--- src/rtl/mtu_pwm.sv ---
module mtu_pwm #(
  parameter int CH = 4,
  parameter int AW = 8
) (
  input  logic          clk,
  input  logic          rst_n,
  input  logic          bus_we,
  input  logic [AW-1:0] bus_addr,
  input  logic [15:0]   bus_wdata,
  output logic [15:0]   bus_rdata,
  output logic [CH-1:0] pwm_pin
);
  localparam int CH_BASE = 16;
  localparam int IDX_W = AW - 6;

  logic [5:0]       pre;
  logic [CH-1:0]    run;
  logic [7:0]       ctl [CH];
  logic [4:0]       md [CH];
  logic [2:0]       oc [CH];
  logic [15:0]      cnt [CH];
  logic [15:0]      ca [CH];
  logic [15:0]      cmp_b [CH];
  logic [15:0]      cc [CH];
  logic [15:0]      cd [CH];
  logic             pin_q [CH];

  logic [AW-1:0]    rel;
  logic [IDX_W-1:0] idx;
  logic [5:0]       off;
  logic             ch_hit;

  assign rel    = bus_addr - AW'(CH_BASE);
  assign idx    = rel[AW-1:6];
  assign off    = rel[5:0];
  assign ch_hit = bus_addr >= AW'(CH_BASE);

  function automatic logic edge_tick(input logic [5:0] p, input logic [1:0] div,
                                     input logic [1:0] edg);
    logic [5:0] mask;
    logic r, f;
    case (div)
      2'd1:    mask = 6'h03;
      2'd2:    mask = 6'h0F;
      default: mask = 6'h3F;
    endcase
    r = (p & mask) == (mask >> 1);
    f = (p & mask) == mask;
    if (div == 2'd0)       return 1'b1;
    else if (edg == 2'd0)  return r;
    else if (edg == 2'd1)  return f;
    else                   return r | f;
  endfunction

  always_ff @(posedge clk) begin
    if (!rst_n) begin
      pre <= '0;
      run <= '0;
    end else begin
      pre <= pre + 6'd1;
      if (bus_we && bus_addr == '0) run <= bus_wdata[CH-1:0];
    end
  end

  for (genvar i = 0; i < CH; i++) begin : g_ch
    logic sel, wr_cnt, go, clr;
    assign sel    = bus_we && ch_hit && idx == IDX_W'(i);
    assign wr_cnt = sel && off == 6'h14;
    assign go     = run[i] && edge_tick(pre, ctl[i][1:0], ctl[i][4:3]) && !wr_cnt;

    always_comb begin
      case (ctl[i][7:5])
        3'd1:    clr = cnt[i] == ca[i];
        3'd2:    clr = cnt[i] == cmp_b[i];
        3'd5:    clr = cnt[i] == cc[i];
        3'd6:    clr = cnt[i] == cd[i];
        default: clr = 1'b0;
      endcase
    end

    always_ff @(posedge clk) begin
      if (!rst_n) begin
        ctl[i] <= '0; md[i] <= '0; oc[i] <= '0; cnt[i] <= '0;
        ca[i] <= '0; cmp_b[i] <= '0; cc[i] <= '0; cd[i] <= '0;
        pin_q[i] <= 1'b0;
      end else begin
        if (sel && off == 6'h00) ctl[i] <= bus_wdata[7:0];
        if (sel && off == 6'h04) md[i] <= {bus_wdata[6:4], bus_wdata[1:0]};
        if (sel && off == 6'h18) ca[i] <= bus_wdata;
        if (sel && off == 6'h1C) cmp_b[i] <= bus_wdata;
        if (sel && off == 6'h20) cc[i] <= bus_wdata;
        if (sel && off == 6'h24) cd[i] <= bus_wdata;
        if (sel && off == 6'h08) oc[i] <= bus_wdata[2:0];

        if (wr_cnt)  cnt[i] <= bus_wdata;
        else if (go) cnt[i] <= clr ? '0 : cnt[i] + 16'd1;

        if (sel && off == 6'h08) pin_q[i] <= bus_wdata[2];
        else if (go && md[i][1:0] == 2'd2) begin
          if (clr) pin_q[i] <= oc[i][2];
          else if (cnt[i] == ca[i]) begin
            case (oc[i][1:0])
              2'd1:    pin_q[i] <= 1'b0;
              2'd2:    pin_q[i] <= 1'b1;
              2'd3:    pin_q[i] <= ~pin_q[i];
              default: pin_q[i] <= pin_q[i];
            endcase
          end
        end
      end
    end

    assign pwm_pin[i] = pin_q[i];
  end

  always_comb begin
    bus_rdata = '0;
    if (bus_addr == '0) bus_rdata[CH-1:0] = run;
    for (int i = 0; i < CH; i++) begin
      if (ch_hit && idx == IDX_W'(i)) begin
        case (off)
          6'h00:   bus_rdata = {8'h00, ctl[i]};
          6'h04:   bus_rdata = {9'h000, md[i][4:2], 2'b00, md[i][1:0]};
          6'h08:   bus_rdata = {13'h0000, oc[i]};
          6'h14:   bus_rdata = cnt[i];
          6'h18:   bus_rdata = ca[i];
          6'h1C:   bus_rdata = cmp_b[i];
          6'h20:   bus_rdata = cc[i];
          6'h24:   bus_rdata = cd[i];
          default: bus_rdata = '0;
        endcase
      end
    end
  end
endmodule


--- config.mk ---
export PLATFORM = sky130hd
export DESIGN_NAME = mtu_pwm
export DESIGN_NICKNAME = d
export VERILOG_FILES = /design/src/rtl/mtu_pwm.sv
export SDC_FILE = /design/constraint.sdc
export NUM_CORES = 1
export LEC_CHECK = 0
export BUFFER_PORTS_ARGS = -buffer_cell sky130_fd_sc_hd__buf_2
export CAP_MARGIN = 20
export CELL_PAD_IN_SITES_DETAIL_PLACEMENT = 1
export CELL_PAD_IN_SITES_GLOBAL_PLACEMENT = 1
export CORE_ASPECT_RATIO = 1.1
export CORE_MARGIN = 1
export CORE_UTILIZATION = 45
export DETAILED_ROUTE_END_ITERATION = 10
export PLACE_DENSITY = 0.83
export REMOVE_ABC_BUFFERS = 1
export SLEW_MARGIN = 20
export SYNTH_ARGS = -nofsm -noshare
export SYNTH_HDL_FRONTEND = slang
export SYNTH_SLANG_ARGS = --single-unit
--- constraint.sdc ---
create_clock -name clk -period 4.05 [get_ports clk]
set_input_delay 0.405 -clock clk [delete_from_list [all_inputs] [get_ports clk]]
set_output_delay 0.405 -clock clk [all_outputs]
set_load 0.01 [all_outputs]
## Word level (Yosys, flattened, before mapping)

Memory sizes are Yosys's and may differ from the RTL's.
Index checks and enable logic that the tools add are counted.

- RAM bits: 388
- Input port bits: 27
- Logic and storage cells: 579
- Memories kept: 9
- Bits in registers: 10
- Output and inout bits: 20

- Mux-type cells: 338
- Bitwise gates (word level): 72
- Eq/ne operators: 78
- Magnitude comparators: 1
- Reduce and logical (&&, ||, !) cells: 73
- Add/sub/neg operators: 6

Memory list:

| memory | depth | bits a word | read ports | clocked after Yosys merged registers in | wr ports | RTL line | source |
|---|---|---|---|---|---|---|---|
| ca | 4 | 16 | 4 | 0 | 4 | 22 | `logic [15:0] ca [CH];` |
| cc | 4 | 16 | 4 | 0 | 4 | 24 | `logic [15:0] cc [CH];` |
| cd | 4 | 16 | 4 | 0 | 4 | 25 | `logic [15:0] cd [CH];` |
| cmp_b | 4 | 16 | 4 | 0 | 4 | 23 | `logic [15:0] cmp_b [CH];` |
| cnt | 4 | 16 | 4 | 0 | 4 | 21 | `logic [15:0] cnt [CH];` |
| ctl | 4 | 8 | 4 | 0 | 4 | 18 | `logic [7:0] ctl [CH];` |
| 3 more memories | n/a | n/a | n/a | n/a | n/a | n/a |  |

Operators by type and width:

| kind | number |
|---|---|
| $mux 16 | 32 |
| $pmux 16 s8 | 4 |
| $mux 1 | 281 |
| $eq 16x16->1 | 16 |
| $add 16x1->16 const B | 4 |
| $or 1x1->1 | 64 |
| $logic_and 1x1->1 | 54 |
| $pmux 6 s2 | 4 |
| $eq 2x2->1 const B | 18 |
| $mux 8 | 4 |
| $eq 2x1->1 const B | 13 |
| $and 6x6->6 | 4 |
| $eq 3x3->1 const B | 8 |
| $eq 6x5->1 | 4 |
| $eq 6x6->1 | 4 |
| $mux 5 | 4 |
| $eq 6x5->1 const B | 3 |
| $logic_not 2->1 | 9 |
| $pmux 1 s4 | 4 |
| $eq 3x1->1 const B | 4 |
| $eq 3x2->1 const B | 4 |
| $eq 6x6->1 const B | 2 |
| $mux 3 | 4 |
| $reduce_or 3->1 | 4 |
| other kinds (10) | 16 |

## Depth between registers and ports, before layout

Gate-level depths: netlist (run 1).

- Depth in word-level cells: 20
- Depth in mapped cells: 12
- Mapped depth without buffers: 10

## Worst setup path before layout (run 1)

No wires, ideal clock.

- Kind: input to register
- Start: in bus_addr[2]
- End: mem cmp_b[3][0], enable pin
- Buffers on the path: 3
- Stages: 5
- Slack: 0.849 ns
- Setup time: 0.411 ns
- Arrival: 2.790 ns
- Data required time: 3.639 ns
- Path through: buf_2 -> buf_1 -> clkbuf_1 -> nand2_1 -> o21ai_0

RTL lines:

| element | RTL line | source |
|---|---|---|
| start, declared | 8 | `input logic [AW-1:0] bus_addr,` |
| end, declared | 23 |  |

## Worst setup path after layout (run 1)

- Start: in bus_addr[3]
- End: out bus_rdata[7]

- Cells in the longest elaborated chain, start to end: 7
- Elaborated cells on any way between the ends: 26
- Classes of those cells: add/sub: 1; order compare: 1; eq/ne: 10; mux: 8; reduce/logical: 6

Ends and longest elaborated chain:

| element | RTL line | source |
|---|---|---|
| $sub 8x5->8 | 33 | `assign rel = bus_addr - AW'(CH_BASE);` |
| $eq 6x6->1 (tied with other cells) | 121 | `case (off)` |
| $pmux 16 s8 / $logic_and 1x1->1 (equally long branches) | 121, 120 |  |
| $mux 16 (3 in series) | 120 | `if (ch_hit && idx == IDX_W'(i)) begin` |
| $mux 16 (*) | 120 |  |
| end, declared | 10 | `output logic [15:0] bus_rdata,` |

Mark *: on every way between the ends. The rest lies on a longest branch, timed or not.

==> results.md, run 1 <==
* Pre-Repair DR Iteration Count at 6
* Critical Path AT at ~3.6 ns
* I/O pin count at 47
* Antenna cell count at 0
* Clk sinks at 398
* Peak VDD IR at 0.362 mV
* R2R cell count at 9
* Post-synth top area share at 48.8%
* Placement Cell Area at 24800 um^2
* Initial DRC Count at between 2k and 3k
* Lkg Pwr at 9.80 nW
* Xor/xnor cell area share of the yosys netlist at 5.75%
* Tcrit/Tclk final at 98.7%
* Clk pin slew, worst setup/hold paths at 0.06 ns
* Via Count at 20.9k
* IO Port Bufs at 46
* Crit. End Element: output pin
* Layout area overhead at 9.86%
* CP startpoint kind: input pin
* P per Cell Area at 387 nW/um^2
* Core area at 52400 um^2
* Post-CTS Resized at 0
* Die X at 222 um
* Cell Rows at 88
* Post-synthesis simple-gate area fraction at 19.3%
* Die height at between 200 and 250 um
* Ys async rst share at 0%
* Post-synthesis instance total at 2305
* Synth top area cells: edfxtp_1 (49%), and3_1 (6.6%), xnor2_1 (3.0%)
* GR Overflow Total at 0
* Clock Skews at 0.0248 ns
* Total GRT Usage at 35.1%
* EDFF count, synth at 388
* Setup bufs post-CTS at 0
* DR vias/cell at about 7.0
* Area share of fa/ha/maj cells after synthesis at 0.681%
* Normalized max-slew margin at 29.0%
* Final Wtd Congestion at 0.985
* Finished Cell Area at roughly 26000 um^2
* RSZ-0062 raised after global routing: false
* Setup violators final at 0
* Hold WC Path Type: in -> reg
* Final cell count without fillers at 2965
* Vias in the first global route at 21.3k
* Critical Setup Path Class: in -> out
* Initial core utilization at approximately 46%
* CTS max path bufs at 3
* Antenna-violating nets left at 0
* Post-synthesis mux area share at 3.01%
* Slew @ Worst Pin at 1.06 ns
* Hold Path Depth at 3
* Cell variety after synth at 90
* Mapped Avg Cell Area at around 10 um^2
* Req. time, crit path at 3.64 ns
* Die area at 54000 um^2
* Layout cells sized above 1 at 12.1%
* Flops & latches, synth at a little under 400
* Min-Delay Endpoint: run[0]
* Pins over their slew limit at 0
* Outcome: finished clean
* Final hold violation count at 0
* Flop2flop setup slack at 0.18 ns
* Setup WS pre-CTS at roughly 0.073 ns
* Nets at 2295
* Synth Area in Compound Gates at 16.3%
* Register area share after synthesis at 49.6%
* Number of remaining DRC errors at 0
* Largest net degree at the start of global routing at a little under 80
* PnR worst setup slack at 0.0522 ns
* First-pass GRT wire length at 141000 um
* Total wire length at 95800 um
* Worst Min Path Start: bus_we
* Post-DP HPWL at 66800 um
* Mapped Area at 23900 um^2
* Largest area contributor in the netlist: edfxtp_1
* WL/cell at between 30 and 40 um
* H-tree Lvls at 2
* FF-to-FF Start: ctl[3][6]
* Minimum clock period at around 4.0 ns
* Maximum clock rate at 250 MHz
* Synth warn at 0
* Clock tree from TritonCTS: done
* Initial antenna violation count at 5
* CTS Buf Count at 44
* CTS Hold Bufs at 0
* Dpl cells at 2884
* Synth Flop Type: edfxtp_1
* Max-cap violation count at 0
* Crit Path Max Fanout at 30
* CTS Root Cell: clkbuf_16
* Clock Latency Late Sink at 0.60 ns
* Largest family of logic cells by synthesized area: simple AND/OR/NAND/NOR gates
* Reg2reg end: cnt[3][4]
registers in the layout, summed over array words and instances (netlist names):
name	flops
md	20
oc	12
ctl	32
cmp_b	64
cnt	64
cc	64
pin_q	4
ca	64
cd	64
pre	6
run	4
where the power goes:
part	switching, mW	internal, mW
logic	0.744	0.355
clock network	1.76	2.34
registers	0.240	4.71
cell families after synthesis:
logic type / count (synthesis)
compound gates: 532
xor+xnor: 156
fa+ha+maj: 13
buf+inv: 307
flops: 398
mux: 70
simple gates: 829
synth_stat cells (17+ instances only):
master / n
edfxtp_1: 388
and3_1: 253
clkbuf_1: 183
nand2_1: 150
nor2_1: 97
o21ai_0: 87
xnor2_1: 82
and2_1: 81
xor2_1: 73
a221oi_1: 66
a21oi_1: 65
inv_1: 62
nand3_1: 60
o22ai_1: 57
mux2i_1: 55
nor4_1: 35
buf_2: 32
a222oi_1: 30
nor3_1: 24
nand4_1: 23
a22o_1: 20
a22oi_1: 20
nand2b_1: 19
o211ai_1: 19
o21ai_1: 19
nor2b_1: 17
stage by stage:
stage          util [%]  setup TNS (ns)  hold slack (ns)  total power [mW]
3_5_place_dp       47.3               0            0.478              6.08
2_1_floorplan         -          -23.85            0.446              5.48
4_1_cts            50.0               0            0.243              10.1
3_3_place_gp       47.3               0            0.472              6.04
5_1_grt            50.1               0            0.282              10.4
6_report           50.1               0            0.278              10.2
cell usage in the layout, fill, tap and decap left out, types with 11 or more instances in the layout:
cell         n
nand2_1    149
nor3_1      24
inv_1       62
mux2i_1     55
a21oi_1     65
xnor2_1     82
a22o_1      20
nor4_1      35
o22ai_1     57
nor3b_1     15
clkbuf_16   47
nor2_1      90
a2bb2oi_1   16
edfxtp_1   388
o21ai_1     36
o22a_1      16
nand4_1     23
and3_1     253
o21ai_0     70
a221oi_1    66
a222oi_1    30
a22oi_1     20
xor2_1      73
ha_1        13
mux2_2      15
nand3_1     60
and2_1      80
or3_1       11
nor2b_1     15
o211ai_1    19
buf_4      102
buf_2       45
o221ai_1    14
nand2b_1    19
critical path: stages:
cell	delay [ns]
buf_2	0.22
nor2b_1	0.49
and4_4	0.65
buf_4	0.31
a222oi_1	0.12
o2111ai_1	0.19
nand2_1	0.19
a311oi_1	0.72
buf_2	0.27
layer usage:
metal  track usage [%]  vias to the layer above  routed length (um)  share of wire (%)
met5                 0                        -                   0                  0
met4              20.6                        0                6230                6.5
met3              7.03                      348               10400                 11
met2              56.5                     1373               44400                 46
met1              43.9                    10500               34700                 36
li1                  -                     8661                   -                  -
worst max-delay path by stage:
stage	start	endpoint	slack, ns
floorplan	bus_addr[1]	bus_rdata[4]	-1.28
CTS	bus_addr[5]	bus_rdata[7]	0.06
finish	bus_addr[3]	bus_rdata[7]	0.05
detailed placement	bus_addr[5]	bus_rdata[7]	0.07
global route	ctl[3][6]	cnt[3][4]	0.005
global placement	bus_addr[5]	bus_rdata[7]	0.14
layout make-up:
type	count	area [um^2]
fill	5696	26200
sequential	398	11900
multi-input combinational	1600	10800
clock buffer	56	1230
timing repair buffer	149	1030
tap	675	845
inverter	62	233
clock inverter	25	215
(Power assumes the default switching activity.)
==> run 2: changes to the inputs <==
Settings changed: BUFFER_PORTS_ARGS -buffer_cell sky130_fd_sc_hd__buf_2 to not set, CTS_BUF_LIST set to sky130_fd_sc_hd__clkbuf_4 sky130_fd_sc_hd__clkbuf_8 sky130_fd_sc_hd__clkbuf_16, DONT_BUFFER_PORTS set to 1, RECOVER_POWER set to 25.
==> run 2 against run 1 <==
Against the previous run: the run now ends with capacitance limit, slew limit left; global-route usage is 0.72 points higher; worst hold slack lost 0.27 ns; die area is the same; power up 1.7%; clock-buffer cell count is 7 lower; setup slack better by 0.29 ns; critical path depth is the same; sequential share of layout area increased by 0.18 points; clock power rose by 7.8%; cell area down 0.41%; sequential power hardly changed; utilization shrank 0.20 points; critical path type is now reg -> reg; critical endpoint is now cnt[2][6]; highest routed layer is now met5.
==> results.md, run 2 (synthesis gave the netlist of run 1 again) <==
* R2R cell count at 9
* Fillers at 5711
* Dpl cells at between 2k and 3k
* Die height at 244 um
* Layout cells sized above 1 at 9.53%
* CTS Root Cell: clkbuf_16
* Setup bufs post-CTS at 0
* Post-CTS Resized at 0
* Worst path slowest cell: o32ai_1
* Cell Rows at 88
* RSZ-0062 raised after global routing: false
* Initial DRC Count at roughly 2.9k
* Hold Path Depth at 1
* Placement Cell Area at 24500 um^2
* WL/cell at 33.4 um
* Clock Latency Late Sink at 0.60 ns
* Final hold violation count at 0
* Peak VDD IR at 0.329 mV
* Minimum clock period at approximately 3.7 ns
* Max-cap violation count at 2
* Critical Path, Cell by Cell: buf_4, nand2b_4, o32ai_1, nor3_1, nor4_1, and3_1, a21oi_2, a32oi_1, nor2_1
* Pre-Repair DR Iteration Count at 6
* Nets at roughly 2.3k
* Slew @ Worst Pin at 2.61 ns
* Crit. End Element: flip-flop
* Req. time, crit path at 4.39 ns
* Final Wtd Congestion at 1.01
* Min-Delay Endpoint: cmp_b[2][3]
* Antenna cell count at 0
* Hold WC Path Type: in -> reg
* Antenna-violating nets left at 0
* Pins over their slew limit at 111
* Commonest non-fill, non-tap cell in the layout: edfxtp_1
* Register area at 11900 um^2
* Layout area overhead at 9.42%
* Power Total at roughly 10 mW
* GR Overflow Total at 0
* Finished Cell Area at between 20000 and 30000 um^2
* Lkg Pwr at 9.62 nW
* Initial antenna violation count at 4
* Max incr delay on CP at 0.86 ns
* Total wire length at about 98000 um
* Critical Setup Path Class: reg -> reg
* Vias in the first global route at 21.5k
* IO Port Bufs at 0
* Clk pin slew, worst setup/hold paths at 0.07 ns
* Failing checks: capacitance limit, slew limit
* CP bufs+invs at 1
* Clk sinks at 398
* Final cell count without fillers at 2921
* Die area at 54000 um^2
* CTS max path bufs at 3
* I/O pin count at 47
* Final hold slack at 0.00741 ns
* Tcrit/Tclk final at 91.4%
* Number of remaining DRC errors at 0
* Worst Min Path Start: bus_wdata[3]
* FF-to-FF Start: ctl[2][6]
* Most frequent cells in the layout: edfxtp_1 (388), and3_1 (253), nand2_1 (149), nor2_1 (92), buf_4 (83)
* CTS Hold Bufs at 10
* Die X at between 200 and 250 um
* Post-DP HPWL at between 60000 and 70000 um
* Maximum clock rate at 270 MHz
* Via Count at 20.8k
* CP startpoint kind: flip-flop
* Total GRT Usage at 35.8%
* P per Cell Area at 395 nW/um^2
* Largest net degree at the start of global routing at a little under 80
* Reg2reg end: cnt[2][6]
* Critical Path AT at 4.05 ns
* Outcome: finished with violations
* Family with the most delay on the worst path: compound AO/OA/AOI/OAI gates
* Area of the multi-input gates at 10800 um^2
* H-tree Lvls at 2
* CTS Buf Count at 43
* Crit Path Max Fanout at 16
* Initial core utilization at 45.6%
* Clock Skews at 0.0235 ns
* Clock tree from TritonCTS: done
* Core area at between 50000 and 60000 um^2
* DR vias/cell at 7.12
* First-pass GRT wire length at 143000 um
* WP depth at 9
* CP startpoint: ctl[2][6]
* Setup violators final at 0
* Flop2flop setup slack at approximately 0.35 ns
* Normalized max-slew margin at -73.7%
-- run 2: area by class of cell --
cell class / count / share of cell area (%)
inverter: 62 / 0.891
clock buffer: 49 / 4.36
sequential: 398 / 45.4
multi-input combinational: 1600 / 41.4
clock inverter: 30 / 1.58
timing repair buffer: 107 / 3.22
tap: 675 / 3.23
-- run 2: power breakdown --
part | switching, mW | total [mW] | internal (mW)
logic | 0.612 | 0.956 | 0.345
clock network | 1.77 | 4.43 | 2.66
registers | 0.233 | 4.95 | 4.71
total | 2.61 | 10.3 | 7.72
-- run 2: worst max-delay path by stage --
stage,endpoint
final,cnt[2][6]
after global routing,cnt[1][2]
after CTS,bus_rdata[5]
after detailed placement,cnt[2][0]
after global placement,cnt[2][0]
after floorplan,bus_rdata[4]
-- run 2: metal layers --
layer  wire [um]  part of all wire (%)  GRT usage (%)
met5          11                 0.011              0
met4        7900                   8.1           25.8
met3       11500                    12           10.1
met2       44400                    46           56.4
met1       33700                    35           42.1
-- run 2: through the flow --
stage	setup WS (ns)	TNS, ns	util [%]
3_3_place_gp	0.127	0	46.8
5_1_grt	0.193	0	49.8
3_5_place_dp	-0.00167	-0.00167	46.8
6_report	0.347	0	49.8
2_1_floorplan	-1.28	-23.85	-
4_1_cts	0.265	0	49.9
